===== config.mk =====
export PLATFORM = sky130hd
export DESIGN_NAME = tc_unit_ctl
export DESIGN_NICKNAME = d
export VERILOG_FILES = /design/src/rtl/tc_pkg.sv /design/src/rtl/tc_move_dec.sv /design/src/rtl/tc_cell_chain.sv /design/src/rtl/tc_popcount.sv /design/src/rtl/tc_unit_ctl.sv
export SDC_FILE = /design/constraint.sdc
export NUM_CORES = 1
export LEC_CHECK = 0
export ABC_AREA = 1
export BUFFER_PORTS_ARGS = -buffer_cell sky130_fd_sc_hd__buf_2
export CAP_MARGIN = 20
export CORE_MARGIN = 1.5
export CORE_UTILIZATION = 41
export CTS_BUF_LIST = sky130_fd_sc_hd__clkbuf_2 sky130_fd_sc_hd__clkbuf_4 sky130_fd_sc_hd__clkbuf_8
export DETAILED_ROUTE_END_ITERATION = 10
export GPL_TIMING_DRIVEN = 0
export PLACE_DENSITY = 0.93
export SYNTH_ARGS = -nofsm -noshare
export SYNTH_HDL_FRONTEND = slang
export SYNTH_SLANG_ARGS = --single-unit
export TNS_END_PERCENT = 10

===== constraint.sdc =====
create_clock -name clk -period 3.1 [get_ports clk]
set_clock_uncertainty 0.2 [all_clocks]
set_input_delay 0.155 -clock clk [delete_from_list [all_inputs] [get_ports clk]]
set_output_delay 0.155 -clock clk [all_outputs]
set_load 0.01 [all_outputs]

===== src/rtl/tc_pkg.sv =====
package tc_pkg;
   typedef enum logic [1:0] {
      MV_HOLD  = 2'd0,
      MV_GROW  = 2'd1,
      MV_SHRNK = 2'd2,
      MV_CLEAR = 2'd3
   } move_e;
endpackage


===== src/rtl/tc_move_dec.sv =====
module tc_move_dec
   import tc_pkg::*;
(
   input  logic  en,
   input  logic  step_req,
   input  logic  freeze,
   input  logic  below_ref,
   output move_e move
);
   always_comb begin
      if (!en)                       move = MV_CLEAR;
      else if (freeze || !step_req)  move = MV_HOLD;
      else if (below_ref)            move = MV_GROW;
      else                           move = MV_SHRNK;
   end
endmodule


===== src/rtl/tc_cell_chain.sv =====
module tc_cell_chain
   import tc_pkg::*;
#(
   parameter int N_UNITS = 40,
   parameter int N_DIG   = 4,
   parameter int CW      = $clog2(N_UNITS + 1)
) (
   input  logic               clk,
   input  logic               rst_n,
   input  move_e              move,
   input  logic [CW-1:0]      cap,
   output logic [N_UNITS-1:0] gate
);
   genvar i;
   generate
      for (i = 0; i < N_UNITS; i++) begin : g_cell
         if (i < N_DIG) begin : g_live
            logic left_on;
            logic right_on;
            // head reflector: unit 0 always sees an "on" neighbour below
            if (i == 0) begin : g_head
               assign left_on = 1'b1;
            end else begin : g_mid_l
               assign left_on = gate[i-1];
            end
            // tail reflector: the last live unit sees an "off" neighbour above
            if (i == N_DIG - 1) begin : g_tail
               assign right_on = 1'b0;
            end else begin : g_mid_r
               assign right_on = gate[i+1];
            end
            always_ff @(posedge clk or negedge rst_n) begin
               if (!rst_n) begin
                  gate[i] <= 1'b0;
               end else begin
                  case (move)
                     MV_CLEAR: gate[i] <= 1'b0;
                     MV_GROW:  if (left_on && (CW'(i) < cap)) gate[i] <= 1'b1;
                     MV_SHRNK: if (!right_on) gate[i] <= 1'b0;
                     default:  gate[i] <= gate[i];
                  endcase
               end
            end
         end else begin : g_dead
            assign gate[i] = 1'b0;
         end
      end
   endgenerate

   p_thermo_r8: assert property (@(posedge clk) disable iff (!rst_n)
      ((gate & (gate + N_UNITS'(1))) == '0));
endmodule


===== src/rtl/tc_popcount.sv =====
module tc_popcount #(
   parameter int N  = 40,
   parameter int CW = $clog2(N + 1)
) (
   input  logic [N-1:0]  vec,
   output logic [CW-1:0] cnt
);
   always_comb begin
      cnt = '0;
      for (int k = 0; k < N; k++) cnt = cnt + CW'(vec[k]);
   end
endmodule


===== src/rtl/tc_unit_ctl.sv =====
module tc_unit_ctl
   import tc_pkg::*;
#(
   parameter int N_UNITS = 40,
   parameter int N_DIG   = N_UNITS / 10,
   localparam int CW     = $clog2(N_UNITS + 1)
) (
   input  logic               clk,
   input  logic               rst_n,
   input  logic               en,
   input  logic               step_req,
   input  logic               below_ref,
   input  logic               freeze,
   input  logic [CW-1:0]      limit,
   output logic [N_UNITS-1:0] gate_en,
   output logic [CW-1:0]      on_count
);
   initial begin
      if (N_UNITS < 2)                    $error("N_UNITS must be at least 2");
      if (N_DIG < 1 || N_DIG > N_UNITS)   $error("N_DIG must lie in 1..N_UNITS");
   end

   move_e         move;
   logic [CW-1:0] cap;

   assign cap = (limit < CW'(N_DIG)) ? limit : CW'(N_DIG);

   tc_move_dec u_dec (
      .en(en), .step_req(step_req), .freeze(freeze),
      .below_ref(below_ref), .move(move)
   );

   tc_cell_chain #(.N_UNITS(N_UNITS), .N_DIG(N_DIG), .CW(CW)) u_chain (
      .clk(clk), .rst_n(rst_n), .move(move), .cap(cap), .gate(gate_en)
   );

   tc_popcount #(.N(N_UNITS), .CW(CW)) u_cnt (
      .vec(gate_en), .cnt(on_count)
   );

   p_count_r8: assert property (@(posedge clk) disable iff (!rst_n)
      (32'(on_count) == $countones(gate_en)));
   p_grow_r2: assert property (@(posedge clk) disable iff (!rst_n)
      (en && step_req && !freeze && below_ref && on_count < cap)
      |=> (on_count == $past(on_count) + CW'(1)));
   p_shrink_r3: assert property (@(posedge clk) disable iff (!rst_n)
      (en && step_req && !freeze && !below_ref && on_count != '0)
      |=> (on_count == $past(on_count) - CW'(1)));
   p_tail_stop_r4: assert property (@(posedge clk) disable iff (!rst_n)
      (en && step_req && !freeze && below_ref && on_count >= cap)
      |=> $stable(gate_en));
   p_freeze_r5: assert property (@(posedge clk) disable iff (!rst_n)
      (en && freeze) |=> $stable(gate_en));
   p_idle_r6: assert property (@(posedge clk) disable iff (!rst_n)
      (en && !step_req) |=> $stable(gate_en));
   p_clear_r7: assert property (@(posedge clk) disable iff (!rst_n)
      (!en) |=> (gate_en == '0));
endmodule


; Word level (Yosys, flattened, before mapping)
; Index checks and enable logic that the tools add are counted.
[word_totals]
reg_bits = 4
in_bits = 12
out_inout_bits = 46
elab_cells = 49
[classes]
addsub = 3
magnitude_cmp = 5
eq_ne = 10
mux = 15
n_reduce_logical = 12
[op_table]
columns = cell, n
row1 = $add A6 B1 Y6, 2
row2 = $lt A1 B6 Y1 const A, 2
row3 = $lt A2 B6 Y1 const A, 2
row4 = $pmux W1 S3, 3
row5 = $reduce_and A3 Y1, 3
row6 = $ne A2 B1 Y1 const B, 4
row7 = $mux W1, 7
row8 = $lt A6 B3 Y1 const B, 1
row9 = $mux W2, 3
row10 = $mux W6, 1
row11 = $ne A2 B2 Y1 const B, 3
row12 = $eq A2 B2 Y1 const B, 2
row13 = $logic_and A1 B1 Y1, 3
row14 = $reduce_bool A3 Y1, 1
row15 = $add A1 B1 Y2, 1
row16 = $eq A2 B1 Y1 const B, 1
row17 = $pmux W1 S2, 1
row18 = $reduce_and A2 Y1, 1
row19 = $reduce_bool A2 Y1, 1
row20 = $reduce_or A2 Y1, 1
row21 = $logic_not A1 Y1, 1
row22 = $logic_or A1 B1 Y1, 1

; Depth between registers and ports, before layout
[depth]
ltp_word = 8
mapped_depth = 7
ltp_nobuf = 7

; Hierarchy
; A second synthesis with hierarchy kept.
[hier_totals]
cells_unflattened = 193
area_unflattened_um2 = 1624.1
[by_module_without_submodules]
columns = module, instances, cells_each, area_per_inst_um2, seq_area_each_um2
row1 = tc_popcount, 1, 106, 1016.0, 0.0
row2 = tc_cell_chain, 1, 73, 553.0, 100.1
row3 = tc_unit_ctl, 1, 8, 30.0, 0.0
row4 = tc_move_dec, 1, 6, 25.0, 0.0

; Worst setup path before layout
; Ideal clock, no wire load.
[synth_timing]
path_type = register -> output
from = register u_chain.gate[0] (netlist: u_chain.g_cell[1].g_live.left_on)
to = output on_count[1]
t_arrival_ps = 1362
required_time_ps = 2745
slack_ps = 1383
stages_incl_launch_ff = 4
path_buffers = 0
path_cell_list = dfrtp_1 -> ha_1 -> fa_1 -> ha_1
[synth_via]
elab_chain_cells = 3
[synth_lines]
columns = item, line_no
row1 = "start, declared", tc_cell_chain.sv:12  ; output logic [N_UNITS-1:0] gate
row2 = "start signal, assigned by index", tc_cell_chain.sv:40  ; default: gate[i] <= gate[i];
row3 = $add A1 B1 Y2, tc_popcount.sv:10  ; for (int k = 0; k < N; k++) cnt = cnt + CW'(vec[k]);
row4 = $add A6 B1 Y6 (2 in a row), tc_popcount.sv:10
row5 = "end, declared", tc_unit_ctl.sv:16  ; output logic [CW-1:0] on_count
; Every way passes these cells.

; Final worst setup path
[layout_timing]
from = register u_chain.gate[1] (netlist: u_chain.g_cell[0].g_live.right_on)
to = output on_count[1]
; The elaborated chain is that of the path after synthesis.

==> summary.md <==
| Metric | Value |
|---|---|
| Antenna violations before repair | `0` |
| Setup ws final | `970 ps` |
| CP max-delay cell | `dfrtp_1` |
| CTS Hold Buffers Added | `1` |
| CP cell instances | `ha_1 > fa_1 > ha_1 > buf_2` |
| Htree depth | `1` |
| Simple-gate share of the synthesized area | `22.0%` |
| TritonRoute pass-1 iters | `4` |
| Critical Path RT | `2740 ps` |
| Fin area | `938 sq um` |
| Syn Std Cell Area | `653 sq um` |
| Most frequent cell on the critical path | `ha_1` |
| Sinks on Clock Net | `4` |
| Largest family of logic cells by synthesized area | `buffers and inverters` |
| Area grow syn2layout | `43.7%` |
| Power per cell area | `232 nW/um^2` |
| Number of hold violations in the final report | `0` |
| Mux contribution to synthesized area | `0%` |
| Max incr delay on CP | `420 ps` |
| Delay-heaviest family, CP | `adder cells` |
| CTS resizes | `0` |
| Worst endpoint data arrival time | `1770 ps` |
| Cell Int Power | `0.147 mW` |
| # diodes | `0` |
| Vias per Instance | `3.62` |
| Post-Synthesis Cells | `89` |
| Synthesized area per cell | `7.34 sq um` |
| Synth Area in Compound Gates | `2.30%` |
| Worst R2R Path Depth | `5` |
| Sequential share of the synthesized area | `15.3%` |
| Min Tclk post-route | `2130 ps` |
| HPWL after detailed placement | `1010 um` |
| Combinational Power Share | `44.3%` |
| Number of max-cap violations | `0` |
| Top Ports | `58` |
| FF-to-FF Start | `u_chain.g_cell[2].g_live.right_on$_DFFE_PN0P_` |
| Startpoint type of the worst setup path | `register` |
| Seq cells post-synth | `4` |
| Commonest non-fill, non-tap cell in the layout | `buf_4` |
| Setup crit end | `on_count[1]` |
| Reg power frac | `26.4%` |
| Reg2reg setup slack | `1950 ps` |
| Crit. Startpoint | `u_chain.g_cell[0].g_live.right_on$_DFFE_PN0P_` |
| Pin count of the biggest net entering global routing | `7` |
| Critical path endpoint category | `output pin` |
| CTS Buf Count | `3` |
| R2R Path End | `u_chain.g_cell[1].g_live.right_on$_DFFE_PN0P_` |
| Buf/Inv on CP | `1` |
| CTS tree | `yes` |
| Setup repair after global routing missed its margin | `false` |
| Initial core utilization | `43.4%` |
| Routed WL | `1110 um` |
| Drt wl/cell | `6.70 um` |
| Synth unique cells | `16` |
| Placed insts | `161` |
| Leak pwr | `0.641 nW` |
| DRC | `0` |
| Global-route wire length before repair | `1610 um` |
| Deepest clock path buffer count | `2` |
| Part of the cycle the worst path needs | `68.7%` |
| Synth Area in Adders | `6.90%` |
| GPL Wtd Cong | `0.789` |
| Final setup viols | `0` |
| Max VDD drop | `0.000102 V` |
| Crit-path max FO | `5` |
| Nets | `166` |
| Dpl ws | `1200 ps` |
| Commonest cells after routing, fill and taps aside | `buf_4 (43), conb_1 (39), buf_2 (18)` |
| Final setup TNS | `0 ps` |
| Total global routing overflow | `0` |
| F_max | `470 MHz` |
| XOR/XNOR Fraction of Synth Area | `0%` |
| Core area | `1510 sq um` |
| Clock Pin Slew Worst Setup and Hold Paths | `40 ps` |
| Final Power | `0.217 mW` |
| Rows | `14` |
| Die height | `42.9 um` |
| Kind of critical path | `reg2out` |
| Buffers on Ports | `18` |
| Vias | `597` |
| Cell area after placement | `906 sq um` |
| Core Util, Final | `62.3%` |
| Setup repair bufs after CTS | `0` |
| Switching share of power | `32.3%` |
| Yosys Warn Count | `0` |
| Hold WC Path Type | `in2reg` |
| Clock power share | `29.3%` |
| Switch Pwr | `0.0702 mW` |
| Die area | `1840 sq um` |
| Final cell count without fillers | `165` |
| Clk_lat worst skew | `230 ps` |
| Status | `complete, no violations` |
| WP depth | `4` |
| CTS root buffer | `clkbuf_4` |
| WHS | `25.2 ps` |
| Gr usage total | `11.5%` |
| DIE WIDTH | `42.9 um` |
| Iteration-0 DRC Markers | `6` |
| Post-route ant nets | `0` |
| Share of layout cells above drive strength 1 | `45.6%` |
| Pins Over Slew Limit | `0` |
| Number of global-route vias before repair | `438` |
## flip-flops by register name (all words and copies together), names as in the netlist
name and cells:
u_chain.g_cell.g_live.left_on 1, u_chain.g_cell.g_live.right_on 3
## power groups by stage
stage                     clock network, mW  logic [mW]  registers (mW)
final                                0.0636      0.0963          0.0574
after global routing                 0.0698       0.105          0.0578
after CTS                            0.0665      0.0944          0.0574
after detailed placement                  0      0.0933          0.0580
after global placement                    0      0.0912          0.0579
after floorplan                           0      0.0789          0.0573
## per-layer routing
layer	track usage, %	vias up	wire, um
met3	0.851	2	133
met5	0	-	0
li1	-	321	-
met2	22.1	34	563
met4	9.38	0	21
met1	10.7	240	388
## worst min-delay path, stage by stage
cell     delay [ps]
buf_2           130
nand2_1          60
o21ai_0          60
## cells in the mapped netlist (all sizes together)
master | instances | area [sq um]
buf | 43 | 323
nand2 | 10 | 40.0
nand3 | 8 | 45.0
nor2 | 8 | 30.0
inv | 6 | 22.5
dfrtp | 4 | 100
a21oi | 2 | 10.0
ha | 2 | 25.0
nand4 | 2 | 12.5
conb | 1 | 3.75
fa | 1 | 20.0
nor3 | 1 | 16.3
o21ai | 1 | 5.00
## logic make-up after synthesis
family | Yosys count
buffers and inverters | 49
and+or+nand+nor | 29
DFF | 4
AOI/OAI and AO/OA | 3
adders and majority gates | 3
other | 1
## final cells by class
class / count / area, sq um
fill: 131 / 568
multi-input combinational: 74 / 350
buffer: 43 / 323
timing repair buffer: 19 / 100
inverter: 6 / 22.5
clock buffer: 3 / 22.5
tap: 16 / 20.0
sequential: 4 / 100
## worst min path at each step
stage / from / end / slack [ps] / depth (start not counted)
floorplan: rst_n / u_chain.g_cell[0].g_live.right_on$_DFFE_PN0P_ / -340 / 0
global placement: rst_n / u_chain.g_cell[1].g_live.right_on$_DFFE_PN0P_ / -240 / 1
detailed placement: rst_n / u_chain.g_cell[1].g_live.right_on$_DFFE_PN0P_ / -240 / 1
CTS: en / u_chain.g_cell[2].g_live.right_on$_DFFE_PN0P_ / 20 / 3
global route: en / u_chain.g_cell[2].g_live.right_on$_DFFE_PN0P_ / 40 / 3
finish: en / u_chain.g_cell[2].g_live.right_on$_DFFE_PN0P_ / 30 / 3
No activity file was read; power rests on OpenSTA's default activity.
